**src/rtl/rxq_pkg.sv**
```systemverilog
// Package rxq_pkg
// Shared types for the receive queue. An entry bundles one received byte
// with the two line-error flags that the receiver reported for it.
package rxq_pkg;

    localparam int unsigned RXQ_DW = 8;

    typedef struct packed {
        logic              ferr;
        logic              perr;
        logic [RXQ_DW-1:0] data;
    } rxq_entry_t;

endpackage

```
**src/rtl/rxq_store.sv**
```systemverilog
// Module rxq_store
// Circular entry store with read and write pointers and a fill counter.
// Assumes wr_en and rd_en are already qualified by the caller: wr_en is never
// raised when full without rd_en, and rd_en is never raised when empty.
module rxq_store
    import rxq_pkg::*;
#(
    parameter int unsigned DEPTH = 16,
    localparam int unsigned PTR_W = (DEPTH > 1) ? $clog2(DEPTH) : 1,
    localparam int unsigned CNT_W = $clog2(DEPTH + 1)
) (
    input  logic             clk,
    input  logic             rst_n,
    input  logic             wr_en,
    input  rxq_entry_t       wr_entry,
    input  logic             rd_en,
    output rxq_entry_t       head,
    output logic [CNT_W-1:0] count,
    output logic             empty,
    output logic             full
);

    localparam logic [PTR_W-1:0] LAST_PTR = PTR_W'(DEPTH - 1);
    localparam logic [CNT_W-1:0] FULL_CNT = CNT_W'(DEPTH);

    rxq_entry_t       slot [DEPTH];
    logic [PTR_W-1:0] wr_ptr;
    logic [PTR_W-1:0] rd_ptr;

    // Next position of a pointer, wrapping at the last slot.
    function automatic logic [PTR_W-1:0] ptr_inc(input logic [PTR_W-1:0] p);
        return (p == LAST_PTR) ? '0 : p + PTR_W'(1);
    endfunction

    // One register per slot, loaded when the write pointer selects it.
    for (genvar g = 0; g < DEPTH; g++) begin : g_slot
        always_ff @(posedge clk) begin
            if (!rst_n) begin
                slot[g] <= '0;
            end else if (wr_en && (wr_ptr == PTR_W'(g))) begin
                slot[g] <= wr_entry;
            end
        end
    end

    // Advance the write pointer on each accepted push.
    always_ff @(posedge clk) begin
        if (!rst_n) begin
            wr_ptr <= '0;
        end else if (wr_en) begin
            wr_ptr <= ptr_inc(wr_ptr);
        end
    end

    // Advance the read pointer on each accepted pop.
    always_ff @(posedge clk) begin
        if (!rst_n) begin
            rd_ptr <= '0;
        end else if (rd_en) begin
            rd_ptr <= ptr_inc(rd_ptr);
        end
    end

    // Track occupancy; a push and pop together cancel.
    always_ff @(posedge clk) begin
        if (!rst_n) begin
            count <= '0;
        end else begin
            unique case ({wr_en, rd_en})
                2'b10:   count <= count + CNT_W'(1);
                2'b01:   count <= count - CNT_W'(1);
                default: count <= count;
            endcase
        end
    end

    // Expose the head slot and occupancy conditions.
    always_comb begin
        head  = slot[rd_ptr];
        empty = (count == '0);
        full  = (count == FULL_CNT);
    end

endmodule

```
**src/rtl/rxq_admit.sv**
```systemverilog
// Module rxq_admit
// Decides which requested pushes and pops take effect this cycle.
// Assumes full and empty describe the store before this cycle's edge.
// A pop on an empty store is ignored. A push on a full store is accepted
// only if a real pop frees a slot in the same cycle; otherwise it is lost.
module rxq_admit (
    input  logic push_req,
    input  logic pop_req,
    input  logic full,
    input  logic empty,
    output logic push_ok,
    output logic pop_ok,
    output logic push_lost
);

    // Qualify requests against occupancy.
    always_comb begin
        pop_ok    = pop_req && !empty;
        push_ok   = push_req && (!full || pop_ok);
        push_lost = push_req && !push_ok;
    end

endmodule

```
**src/rtl/rxq_full_flag.sv**
```systemverilog
// Module rxq_full_flag
// Threshold-reached flag with a read-then-write-zero clear handshake.
// The flag is set whenever count is at or above level. A status read that
// sees the flag at 1 arms the clear; any status write disarms it. A write of
// 0 clears the flag only while armed and with count below level.
// Standby clears both flag and arm.
module rxq_full_flag #(
    parameter int unsigned CNT_W = 5
) (
    input  logic             clk,
    input  logic             rst_n,
    input  logic             standby,
    input  logic [CNT_W-1:0] count,
    input  logic [CNT_W-1:0] level,
    input  logic             stat_rd,
    input  logic             stat_wr,
    input  logic             wr_bit,
    output logic             flag
);

    logic armed;
    logic reached;
    logic clr_ok;

    // Compare occupancy with the threshold and qualify the clear.
    always_comb begin
        reached = (count >= level);
        clr_ok  = stat_wr && !wr_bit && armed && !reached;
    end

    // Hold the flag: set by level, cleared by the handshake or standby.
    always_ff @(posedge clk) begin
        if (!rst_n) begin
            flag <= 1'b0;
        end else if (standby) begin
            flag <= 1'b0;
        end else if (reached) begin
            flag <= 1'b1;
        end else if (clr_ok) begin
            flag <= 1'b0;
        end
    end

    // Remember that software has observed the flag set.
    always_ff @(posedge clk) begin
        if (!rst_n) begin
            armed <= 1'b0;
        end else if (standby || stat_wr) begin
            armed <= 1'b0;
        end else if (stat_rd && flag) begin
            armed <= 1'b1;
        end
    end

endmodule

```
**src/rtl/rxq_status.sv**
```systemverilog
// Module rxq_status
// Receive queue with polled status. Joins admission control, the entry
// store, the threshold flag and a sticky overrun bit. Head outputs read
// zero when the store is empty; head error flags are masked in standby.
// Assumes all strobes are synchronous to clk and one cycle wide per access.
module rxq_status
    import rxq_pkg::*;
#(
    parameter int unsigned DEPTH  = 16,
    parameter int unsigned TRIG_0 = 1,
    parameter int unsigned TRIG_1 = 4,
    parameter int unsigned TRIG_2 = 8,
    parameter int unsigned TRIG_3 = 14,
    localparam int unsigned CNT_W = $clog2(DEPTH + 1)
) (
    input  logic              clk,
    input  logic              rst_n,
    input  logic              standby,
    input  logic              push_valid,
    input  logic [RXQ_DW-1:0] push_data,
    input  logic              push_ferr,
    input  logic              push_perr,
    input  logic              pop,
    input  logic              stat_rd,
    input  logic              stat_wr,
    input  logic              wr_full_bit,
    input  logic              wr_ovr_bit,
    input  logic [1:0]        trig_sel,
    input  logic              rx_ie,
    output logic [RXQ_DW-1:0] head_data,
    output logic              head_ferr,
    output logic              head_perr,
    output logic [CNT_W-1:0]  fill_count,
    output logic              data_full,
    output logic              overrun,
    output logic              irq
);

    rxq_entry_t       in_entry;
    rxq_entry_t       head;
    logic             empty;
    logic             full;
    logic             push_ok;
    logic             pop_ok;
    logic             push_lost;
    logic [CNT_W-1:0] level;

    // Pack the receiver's byte and flags into one entry.
    always_comb begin
        in_entry.data = push_data;
        in_entry.ferr = push_ferr;
        in_entry.perr = push_perr;
    end

    // Map the 2-bit select onto a threshold count.
    always_comb begin
        unique case (trig_sel)
            2'd0:    level = CNT_W'(TRIG_0);
            2'd1:    level = CNT_W'(TRIG_1);
            2'd2:    level = CNT_W'(TRIG_2);
            default: level = CNT_W'(TRIG_3);
        endcase
    end

    rxq_admit u_admit (
        .push_req  (push_valid),
        .pop_req   (pop),
        .full      (full),
        .empty     (empty),
        .push_ok   (push_ok),
        .pop_ok    (pop_ok),
        .push_lost (push_lost)
    );

    rxq_store #(
        .DEPTH (DEPTH)
    ) u_store (
        .clk      (clk),
        .rst_n    (rst_n),
        .wr_en    (push_ok),
        .wr_entry (in_entry),
        .rd_en    (pop_ok),
        .head     (head),
        .count    (fill_count),
        .empty    (empty),
        .full     (full)
    );

    rxq_full_flag #(
        .CNT_W (CNT_W)
    ) u_full_flag (
        .clk     (clk),
        .rst_n   (rst_n),
        .standby (standby),
        .count   (fill_count),
        .level   (level),
        .stat_rd (stat_rd),
        .stat_wr (stat_wr),
        .wr_bit  (wr_full_bit),
        .flag    (data_full)
    );

    // Sticky overrun: set by a lost push, cleared by writing 0 or standby.
    always_ff @(posedge clk) begin
        if (!rst_n) begin
            overrun <= 1'b0;
        end else if (standby) begin
            overrun <= 1'b0;
        end else if (push_lost) begin
            overrun <= 1'b1;
        end else if (stat_wr && !wr_ovr_bit) begin
            overrun <= 1'b0;
        end
    end

    // Present the head entry with empty and standby masking.
    always_comb begin
        head_data = empty ? '0 : head.data;
        head_ferr = !empty && !standby && head.ferr;
        head_perr = !empty && !standby && head.perr;
        irq       = data_full && rx_ie;
    end

endmodule

```
**config.mk**
```make
export PLATFORM = sky130hd
export DESIGN_NAME = rxq_status
export DESIGN_NICKNAME = d
export VERILOG_FILES = /design/src/rtl/rxq_pkg.sv /design/src/rtl/rxq_store.sv /design/src/rtl/rxq_admit.sv /design/src/rtl/rxq_full_flag.sv /design/src/rtl/rxq_status.sv
export SDC_FILE = /design/constraint.sdc
export NUM_CORES = 1
export LEC_CHECK = 0
export CAP_MARGIN = 20
export CORE_ASPECT_RATIO = 2
export CORE_UTILIZATION = 30
export DETAILED_ROUTE_END_ITERATION = 6
export DONT_BUFFER_PORTS = 1
export HOLD_SLACK_MARGIN = 0.03
export RECOVER_POWER = 25
export SLEW_MARGIN = 0
export SYNTH_ARGS = -nofsm -noshare
export SYNTH_HDL_FRONTEND = slang
export SYNTH_SLANG_ARGS = --single-unit
```
**constraint.sdc**
```tcl
create_clock -name clk -period 3.3 [get_ports clk]
set_clock_uncertainty 0.05 [all_clocks]
set_input_delay 0.165 -clock clk [delete_from_list [all_inputs] [get_ports clk]]
set_output_delay 0.165 -clock clk [all_outputs]
set_load 0.02 [all_outputs]
```
# After elaboration in Yosys (flattened, before gate mapping)
# Memory sizes are Yosys's and may differ from the RTL's. A register that Yosys moved wholly into a read port is not among the register bits.
# Cells that the tools add are included.
[totals] register_bits=16 ramBits=160 inputBits=22 memories=1
[op_classes] n_addsub=4 n_lt_le_gt_ge=1 n_eq_ne=21 n_mux=76 bitwise_logic=17 n_reduce_logical=45
[memory_table] memory="u_store.slot" depth=16 word_bits=10 rd=1 rd_clocked_by_memory_dff=1 wr=16 line="rxq_store.sv:26" source="rxq_entry_t slot [DEPTH];"
[op_table] cell="$mux W10" count=16
[op_table] cell="$mux W1" count=53
[op_table] cell="$eq A4 B4 Y1 const B" count=9
[op_table] cell="$logic_and A1 B1 Y1" count=28
[op_table] cell="$eq A4 B3 Y1 const B" count=4
[op_table] cell="$mux W4" count=4
[op_table] cell="$or A1 B1 Y1" count=16
[op_table] cell="$pmux W4 S3" count=1
[op_table] cell="$pmux W5 S2" count=1
[op_table] cell="$add A4 B1 Y4 const B" count=2
[op_table] cell="$eq A4 B2 Y1 const B" count=2
[op_table] cell="$mux W8" count=1
[op_table] cell="$logic_not A1 Y1" count=7
[op_table] cell="$reduce_bool A2 Y1" count=3
[op_table] cell="$add A5 B1 Y5 const B" count=1
[op_table] cell="$eq A5 B5 Y1 const B" count=1
[op_table] cell="$ge A5 B4 Y1" count=1
[op_table] cell="$logic_not A5 Y1" count=1
[op_table] cell="$sub A5 B1 Y5 const B" count=1
[op_table] cell="$eq A2 B1 Y1 const B" count=2
[op_table] cell="$eq A2 B2 Y1 const B" count=2
[op_table] cell="$eq A4 B1 Y1 const B" count=1
[op_table] cell="$logic_not A4 Y1" count=1
[op_table] cell="$reduce_or A2 Y1" count=2
[op_table] cell="other kinds (3)" count=4

# Longest topological paths before layout
# Gate-level depths: netlist of the first run.
[logic_depth] word_depth=10 ltp_mapped=8

# By module
# From an unflattened synthesis of the first run, not the netlist that was laid out.
[hier_totals] hier_cells=612 hier_area_um2=8630.8
[modules_own_cells] mod="rxq_store" instances=1 cells_each=564 area_each_um2=8252.9 seq_area_each_um2=5144.9
[modules_own_cells] mod="rxq_full_flag" instances=1 cells_each=24 area_each_um2=202.7 seq_area_each_um2=40.0
[modules_own_cells] mod="rxq_status" instances=1 cells_each=20 area_each_um2=143.9 seq_area_each_um2=20.0
[modules_own_cells] mod="rxq_admit" instances=1 cells_each=4 area_each_um2=31.3 seq_area_each_um2=0.0

# Worst setup path after synthesis of the first run
# Ideal clock, no wire load.
[synth_path] path_kind="register -> register" start="register u_store.count[4]" end="memory u_store.slot[15][0] (netlist bit), enable pin" setup_time_ps=396 t_arrival_ps=2007 path_slack_ps=847 stages_incl_launch_ff=6 path_buffers=2 synth_period_minus_slack_ps=2453 cell_sequence="dfxtp_1 -> clkbuf_1 -> nand2b_1 -> clkbuf_1 -> o211ai_2 -> o21ai_0"
[synth_lines] item="from (decl)" line="rxq_store.sv:18" source="output logic [CNT_W-1:0] count,"
[synth_lines] item="from (signal assigned)" line="rxq_store.sv:70" source="2'b10: count <= count + CNT_W'(1);"
[synth_lines] item="from (signal assigned)" line="rxq_store.sv:71" source="2'b01: count <= count - CNT_W'(1);"
[synth_lines] item="from (signal assigned)" line="rxq_store.sv:72" source="default: count <= count;"
[synth_lines] item="to (decl)" line="rxq_store.sv:26"

==> results.py, run 1 <==
metrics = {
    "outcome": {
        "status": "finished, final reports clean",
    },
    "timing": {
        "period_minus_slack_ns": 2.95,
        "hold_slack_ns": 0.0541,
        "finalCritPeriodShare_pct": 89.4,
        "setup_slack_ns": 0.349,
        "finalSetupViolCount": 0,
        "fmax_mhz": 339,
        "drv_slew": 0,
        "hold_violations": 0,
        "slew_headroom_pct": 34.2,
        "setup_tns_ns": 0,
        "max_slew.worst_pin.slew_ns": 0.983,
        "rsz0062_at_grt": "false",
    },
    "placement": {
        "place_ws_ns": 0.716,
        "place_congestion": 0.788,
        "io_buffer_count": 0,
        "hpwl_mm": 14.9,
    },
    "floorplanning": {
        "core_area_um2": 27800,
        "start_util_pct": 30.7,
        "chipWidth_um": 121,
        "die_h_um": 240,
        "row_count": 86,
        "io_pins": 40,
        "die_area_um2": 29100,
    },
    "global_route": {
        "grt_max_degree": 37,
        "overflow": 0,
        "grt_pass1_vias": 5248,
        "grt_use_total_pct": 15.0,
        "antenna_found_initial": 2,
        "grt_pass1_wl_mm": 30.9,
    },
    "clock_tree": {
        "clk_latency_ns": 0.44,
        "htreeDepth": 4,
        "clock_sinks": 180,
        "post_cts_buffers": 0,
        "cts_tree": "built",
        "clk_pin_slew_ns": 0.07,
        "cts-root-buf": "clkbuf_16",
        "cts_buffers": 17,
        "cts_buffer_depth": 2,
    },
    "logic_synthesis": {
        "ys_async_sr_fraction_pct": 0,
        "synth_seq_cells": 180,
        "syn_nets": 639,
        "ys.flop_type": "edfxtp_1",
        "ys_types": 42,
        "ys_seq_area_share_pct": 61.1,
        "synth_edf_count": 160,
        "syn_inst": 604,
        "syn-cell-area_um2": 8520,
        "yosysWarningCount": 0,
        "syn_avg_cell_area_um2": 14.1,
    },
    "routing": {
        "dr_total_vias": 4887,
        "detail_route.vias_per_cell": 4.85,
        "finalWirelength_mm": 20.5,
        "drt_iter0_drc": 219,
        "routedWlPerCell_um": 20.3,
        "drtAntennaViolNets": 0,
        "drt_first_pass_iters": 6,
        "route.detailed.drc": 0,
    },
    "finish": {
        "mostFrequentLayoutCells": "and2_1 (161), edfxtp_1 (160), mux4_2 (40)",
        "finalNetCount": 678,
        "layout-drive-gt1-share_pct": 15.2,
        "final_common_cell": "and2_1",
        "synthToLayoutAreaGrowth_pct": 15.3,
        "insertedDiodeCount": 0,
    },
    "run": {
        "cap_viol_max_count": 0,
    },
    "hold_path": {
        "hp-class": "input port to flop",
    },
    "power": {
        "p_per_area_nw_per_um2": 624,
        "intPower_w": 0.00438,
        "p_sw_share_pct": 28.5,
        "power_frac_comb_pct": 21.5,
        "clockPowerShare_pct": 33.1,
        "switching_power_w": 0.00175,
        "power_frac_seq_pct": 45.4,
        "total_leakage_power_nw": 3.48,
        "total_power_w": 0.00612,
        "ir_drop_uv": 346,
    },
    "setup_path": {
        "critPathArrivalTime_ns": 2.95,
        "critPathMaxFanout": 12,
        "start_kind": "flop",
        "cp.required_ns": 3.30,
        "crit_type": "flop to flop",
        "critPathCaptureType": "flop",
    },
}
## worst max-delay path, cell delays in order, from the launching register on
cell,delay [ns]
dfxtp_1,0.45
or4_1,0.77
o211ai_1,0.66
o21ai_0,0.19
clkbuf_1,0.43
## cell usage after synthesis (2+ instances only)
library cell / instances / area share [%]
nor3_1: 3 / 0.18
xnor2_1: 3 / 0.31
o21ai_0: 22 / 1.3
a21o_1: 2 / 0.18
edfxtp_1: 160 / 56
dfxtp_1: 20 / 4.7
clkbuf_1: 22 / 0.97
o211ai_1: 2 / 0.18
xor2_1: 2 / 0.21
nor2_1: 26 / 1.1
or2_2: 2 / 0.15
nand2b_1: 7 / 0.51
nor2b_1: 12 / 0.88
nand3_1: 4 / 0.23
mux2i_1: 16 / 1.9
ha_1: 12 / 1.8
nand2_1: 18 / 0.79
mux4_2: 40 / 11
a21oi_1: 5 / 0.29
inv_1: 7 / 0.31
a211oi_1: 22 / 1.9
o211ai_2: 3 / 0.44
buf_2: 10 / 0.59
and2_1: 163 / 12
nand3b_1: 4 / 0.35
## what timing repair did
action,CTS,global route
gates resized for setup,0,0
hold buffers,19,0
endpoints found under the hold margin,184,0
## cell type report
class / count / area, µm²
Multi-Input combinational cell: 383 / 3130
Timing Repair Buffer: 54 / 439
Tap cell: 352 / 440
Sequential cell: 180 / 5210
Clock inverter: 7 / 97.6
Clock buffer: 25 / 485
Inverter: 7 / 26.3
Fill cell: 2744 / 17900
## layer usage
metal	vias up	global-route usage [%]	share of wire [%]
li1	2315	-	-
met1	2456	13.6	34
met2	78	31.1	61
met3	34	2.75	2.1
met4	4	5.91	2.3
met5	-	0	0.11
## power by group through the flow
stage          Sequential (W)  Clock [W]  Combinational (W)
2_1_floorplan         0.00276          0           0.000967
3_3_place_gp          0.00283          0            0.00131
3_5_place_dp          0.00284          0            0.00133
4_1_cts               0.00278    0.00205            0.00138
5_1_grt               0.00280    0.00212            0.00144
6_report              0.00278    0.00202            0.00132
## final timing paths
check                                        from            endpoint  slack, ns  depth (start not counted)
worst max-delay path             u_store.count[1]  u_store.slot[7][1]       0.35                          4
worst min register to register  u_store.rd_ptr[0]                flop       0.47                          2
worst max register to register   u_store.count[1]  u_store.slot[7][1]       0.35                          4
worst min-delay path                        rst_n  u_store.slot[2][8]       0.05                          1
## kinds of logic after synthesis
logic type      after synthesis  share of synthesized area, %
compound gates               64                          5.11
xor+xnor                      5                         0.514
fa+ha+maj                    13                          2.00
buf+inv                      41                          2.00
flops                       180                          61.1
mux                          56                          12.5
simple gates                245                          16.8
## flip-flops by register name (all words and copies together), names as in the netlist, named ones only
signal,flops
overrun,1
u_full_flag.armed,1
u_full_flag.flag,1
u_store.count,5
u_store.rd_ptr,4
u_store.slot,160
u_store.wr_ptr,4
## per-stage QoR
step                utilization (%)  cells  instance area (µm²)
floorplan                         -    604                 8520
CTS                            35.5   1008                 9870
finish                         35.4   1008                 9820
detailed placement             32.8    957                 9090
global placement               32.8    957                 9090
global route                   35.4   1008                 9820
Note: power is estimated with default switching activity, not from simulation.
==> run 2, diff against run 1 <==
--- a/config.mk
+++ b/config.mk
@@ -5,9 +5,8 @@
 export SDC_FILE = /design/constraint.sdc
 export NUM_CORES = 1
 export LEC_CHECK = 0
-export CAP_MARGIN = 20
 export CORE_ASPECT_RATIO = 2
-export CORE_UTILIZATION = 30
+export CORE_UTILIZATION = 50
 export DETAILED_ROUTE_END_ITERATION = 6
 export DONT_BUFFER_PORTS = 1
 export HOLD_SLACK_MARGIN = 0.03
==> run 2 against run 1 <==
Total power fell by 0.92%. Critical path depth is 1 higher. Wire length decreased by 0.85%. Cell area is 2.2% lower. Global-route usage up 9.6 points. Sequential cell count unchanged. Sequential share of layout area is 1.2 points higher. Combinational power about the same. First-iteration DRC count increased by 29%. Cell count is 14% lower. Maximum frequency decreased by 1.3%. Critical path type is now flop to primary output.
==> results.py, run 2 (synthesized netlist as in run 1, its figures left out) <==
metrics = {
    "routing": {
        "finalWirelength_mm": 20.3,
        "route.detailed.drc": 0,
        "detail_route.vias_per_cell": 5.81,
        "dr_total_vias": 5025,
        "drt_iter0_drc": 282,
        "drtAntennaViolNets": 0,
        "routedWlPerCell_um": 23.5,
        "drt_first_pass_iters": 5,
    },
    "global_route": {
        "antenna_found_initial": 2,
        "grt_use_total_pct": 24.6,
        "grt_pass1_wl_mm": 30.4,
        "grt_pass1_vias": 5263,
        "grt_max_degree": 24,
        "overflow": 0,
    },
    "outcome": {
        "status": "finished, final reports clean",
    },
    "setup_path": {
        "cp_cell_sequence": "mux4_2 > nor2b_1 > a211oi_1 > a211oi_1 > buf_4",
        "critPathArrivalTime_ns": 2.78,
        "cp_common_cell": "a211oi_1",
        "cp.required_ns": 3.08,
        "critPathMaxStageDelay_ns": 0.77,
        "critPathMaxFanout": 18,
        "start_kind": "flop",
        "critPathCaptureType": "primary output",
        "critPathTopFamily": "flip-flops",
        "critPathSlowestCell": "dfxtp_2",
        "crit_type": "flop to primary output",
        "path_buf_inv": 1,
    },
    "timing": {
        "drv_slew": 0,
        "max_slew.worst_pin.slew_ns": 0.901,
        "fmax_mhz": 334,
        "finalCritPeriodShare_pct": 90.7,
        "rsz0062_at_grt": "false",
        "finalSetupViolCount": 0,
        "hold_violations": 0,
        "period_minus_slack_ns": 2.99,
        "hold_slack_ns": 0.0477,
        "slew_headroom_pct": 39.3,
        "setup_tns_ns": 0,
    },
    "finish": {
        "largest-register": "u_store.slot",
        "synthToLayoutAreaGrowth_pct": 12.8,
        "mostFrequentLayoutCells": "and2_1 (161), edfxtp_1 (160), mux4_2 (40)",
        "layout-drive-gt1-share_pct": 15.9,
        "biggestRegsByFlops": "u_store.slot (160), u_store.count (5)",
        "finalNetCount": 678,
        "instances_no_fill": 865,
        "final_common_cell": "and2_1",
        "stdcell_area_um2": 9610,
        "utilization_pct": 57.6,
        "largest_reg_flops": 160,
    },
    "power": {
        "switching_power_w": 0.00187,
        "ir_drop_uv": 424,
        "power_frac_seq_pct": 46.8,
        "p_sw_share_pct": 30.9,
        "total_leakage_power_nw": 3.48,
        "p_per_area_nw_per_um2": 632,
        "intPower_w": 0.00420,
        "power_frac_comb_pct": 21.2,
        "clockPowerShare_pct": 32.1,
    },
    "floorplanning": {
        "row_count": 67,
        "io_pins": 40,
        "die_h_um": 187,
        "die_area_um2": 17600,
        "start_util_pct": 51.1,
        "core_area_um2": 16700,
        "chipWidth_um": 94.3,
    },
    "placement": {
        "dp_cells": 812,
        "place_congestion": 0.780,
        "hpwl_mm": 13.8,
        "post_dp_cell_area_um2": 8900,
        "io_buffer_count": 0,
    },
    "hold_path": {
        "hp-class": "input port to flop",
    },
    "clock_tree": {
        "ctsResizeCount": 0,
        "cts_hold_buf": 19,
        "cts-root-buf": "clkbuf_16",
        "clk_latency_ns": 0.43,
        "clk_pin_slew_ns": 0.08,
        "cts_buffers": 17,
        "clock_sinks": 180,
        "post_cts_buffers": 0,
        "cts_buffer_depth": 2,
        "htreeDepth": 4,
        "cts_tree": "built",
    },
    "run": {
        "cap_viol_max_count": 0,
    },
}
run 2: cell count changes in the layout (fill, tap and decap cells not counted), moves of 2 or more:
cell | previous run | this run
inv_6 | 1 | 7
inv_8 | 0 | 4
clkbuf_1 | 12 | 9
clkbuf_8 | 3 | 0
bufinv_16 | 2 | 0
clkinvlp_4 | 2 | 0
diode_2 | 0 | 2
run 2: final cells by class:
cell class                 instances  area (µm²)
antenna                            2        5.00
clock buffer                      17         425
timing repair buffer              54         419
tap                              207         259
inverter                           7        26.3
clock inverter                    15         135
multi-input combinational        383        3130
fill                            1328        7070
sequential                       180        5210
run 2: per-layer routing:
layer | vias up | share of wire (%) | track usage [%]
met2 | 121 | 55 | 43.7
met1 | 2562 | 38 | 28.4
met5 | - | 0 | 0
li1 | 2311 | - | -
met4 | 0 | 3.3 | 11.2
met3 | 31 | 3.4 | 3.75
run 2: tightest hold or removal path: stages:
cell and delay [ns]:
o31ai_1 0.20, a41oi_1 0.05, nand4bb_1 0.09
run 2: path summary, 6_finish.rpt:
check	from	end	slack [ns]	cells past startpoint
min reg2reg	u_store.rd_ptr[0]	flop	0.52	2
max	flop	head_data[5]	0.31	5
min	push_valid	u_store.count[4]	0.05	3
max reg2reg	u_store.count[1]	u_store.slot[6][6]	0.43	4
run 2: power by group through the flow:
stage / combinational, W / sequential (W) / clock [W]
detailed placement: 0.00128 / 0.00290 / 0
global route: 0.00139 / 0.00287 / 0.00204
floorplan: 0.000967 / 0.00276 / 0
CTS: 0.00133 / 0.00285 / 0.00196
finish: 0.00129 / 0.00284 / 0.00195
global placement: 0.00125 / 0.00289 / 0
run 2: metrics by stage:
stage	setup WS [ns]	total power (W)
after floorplan	0.847	0.00373
after global placement	0.684	0.00414
after detailed placement	0.613	0.00417
after CTS	0.244	0.00614
after global routing	0.234	0.00630
final	0.308	0.00607
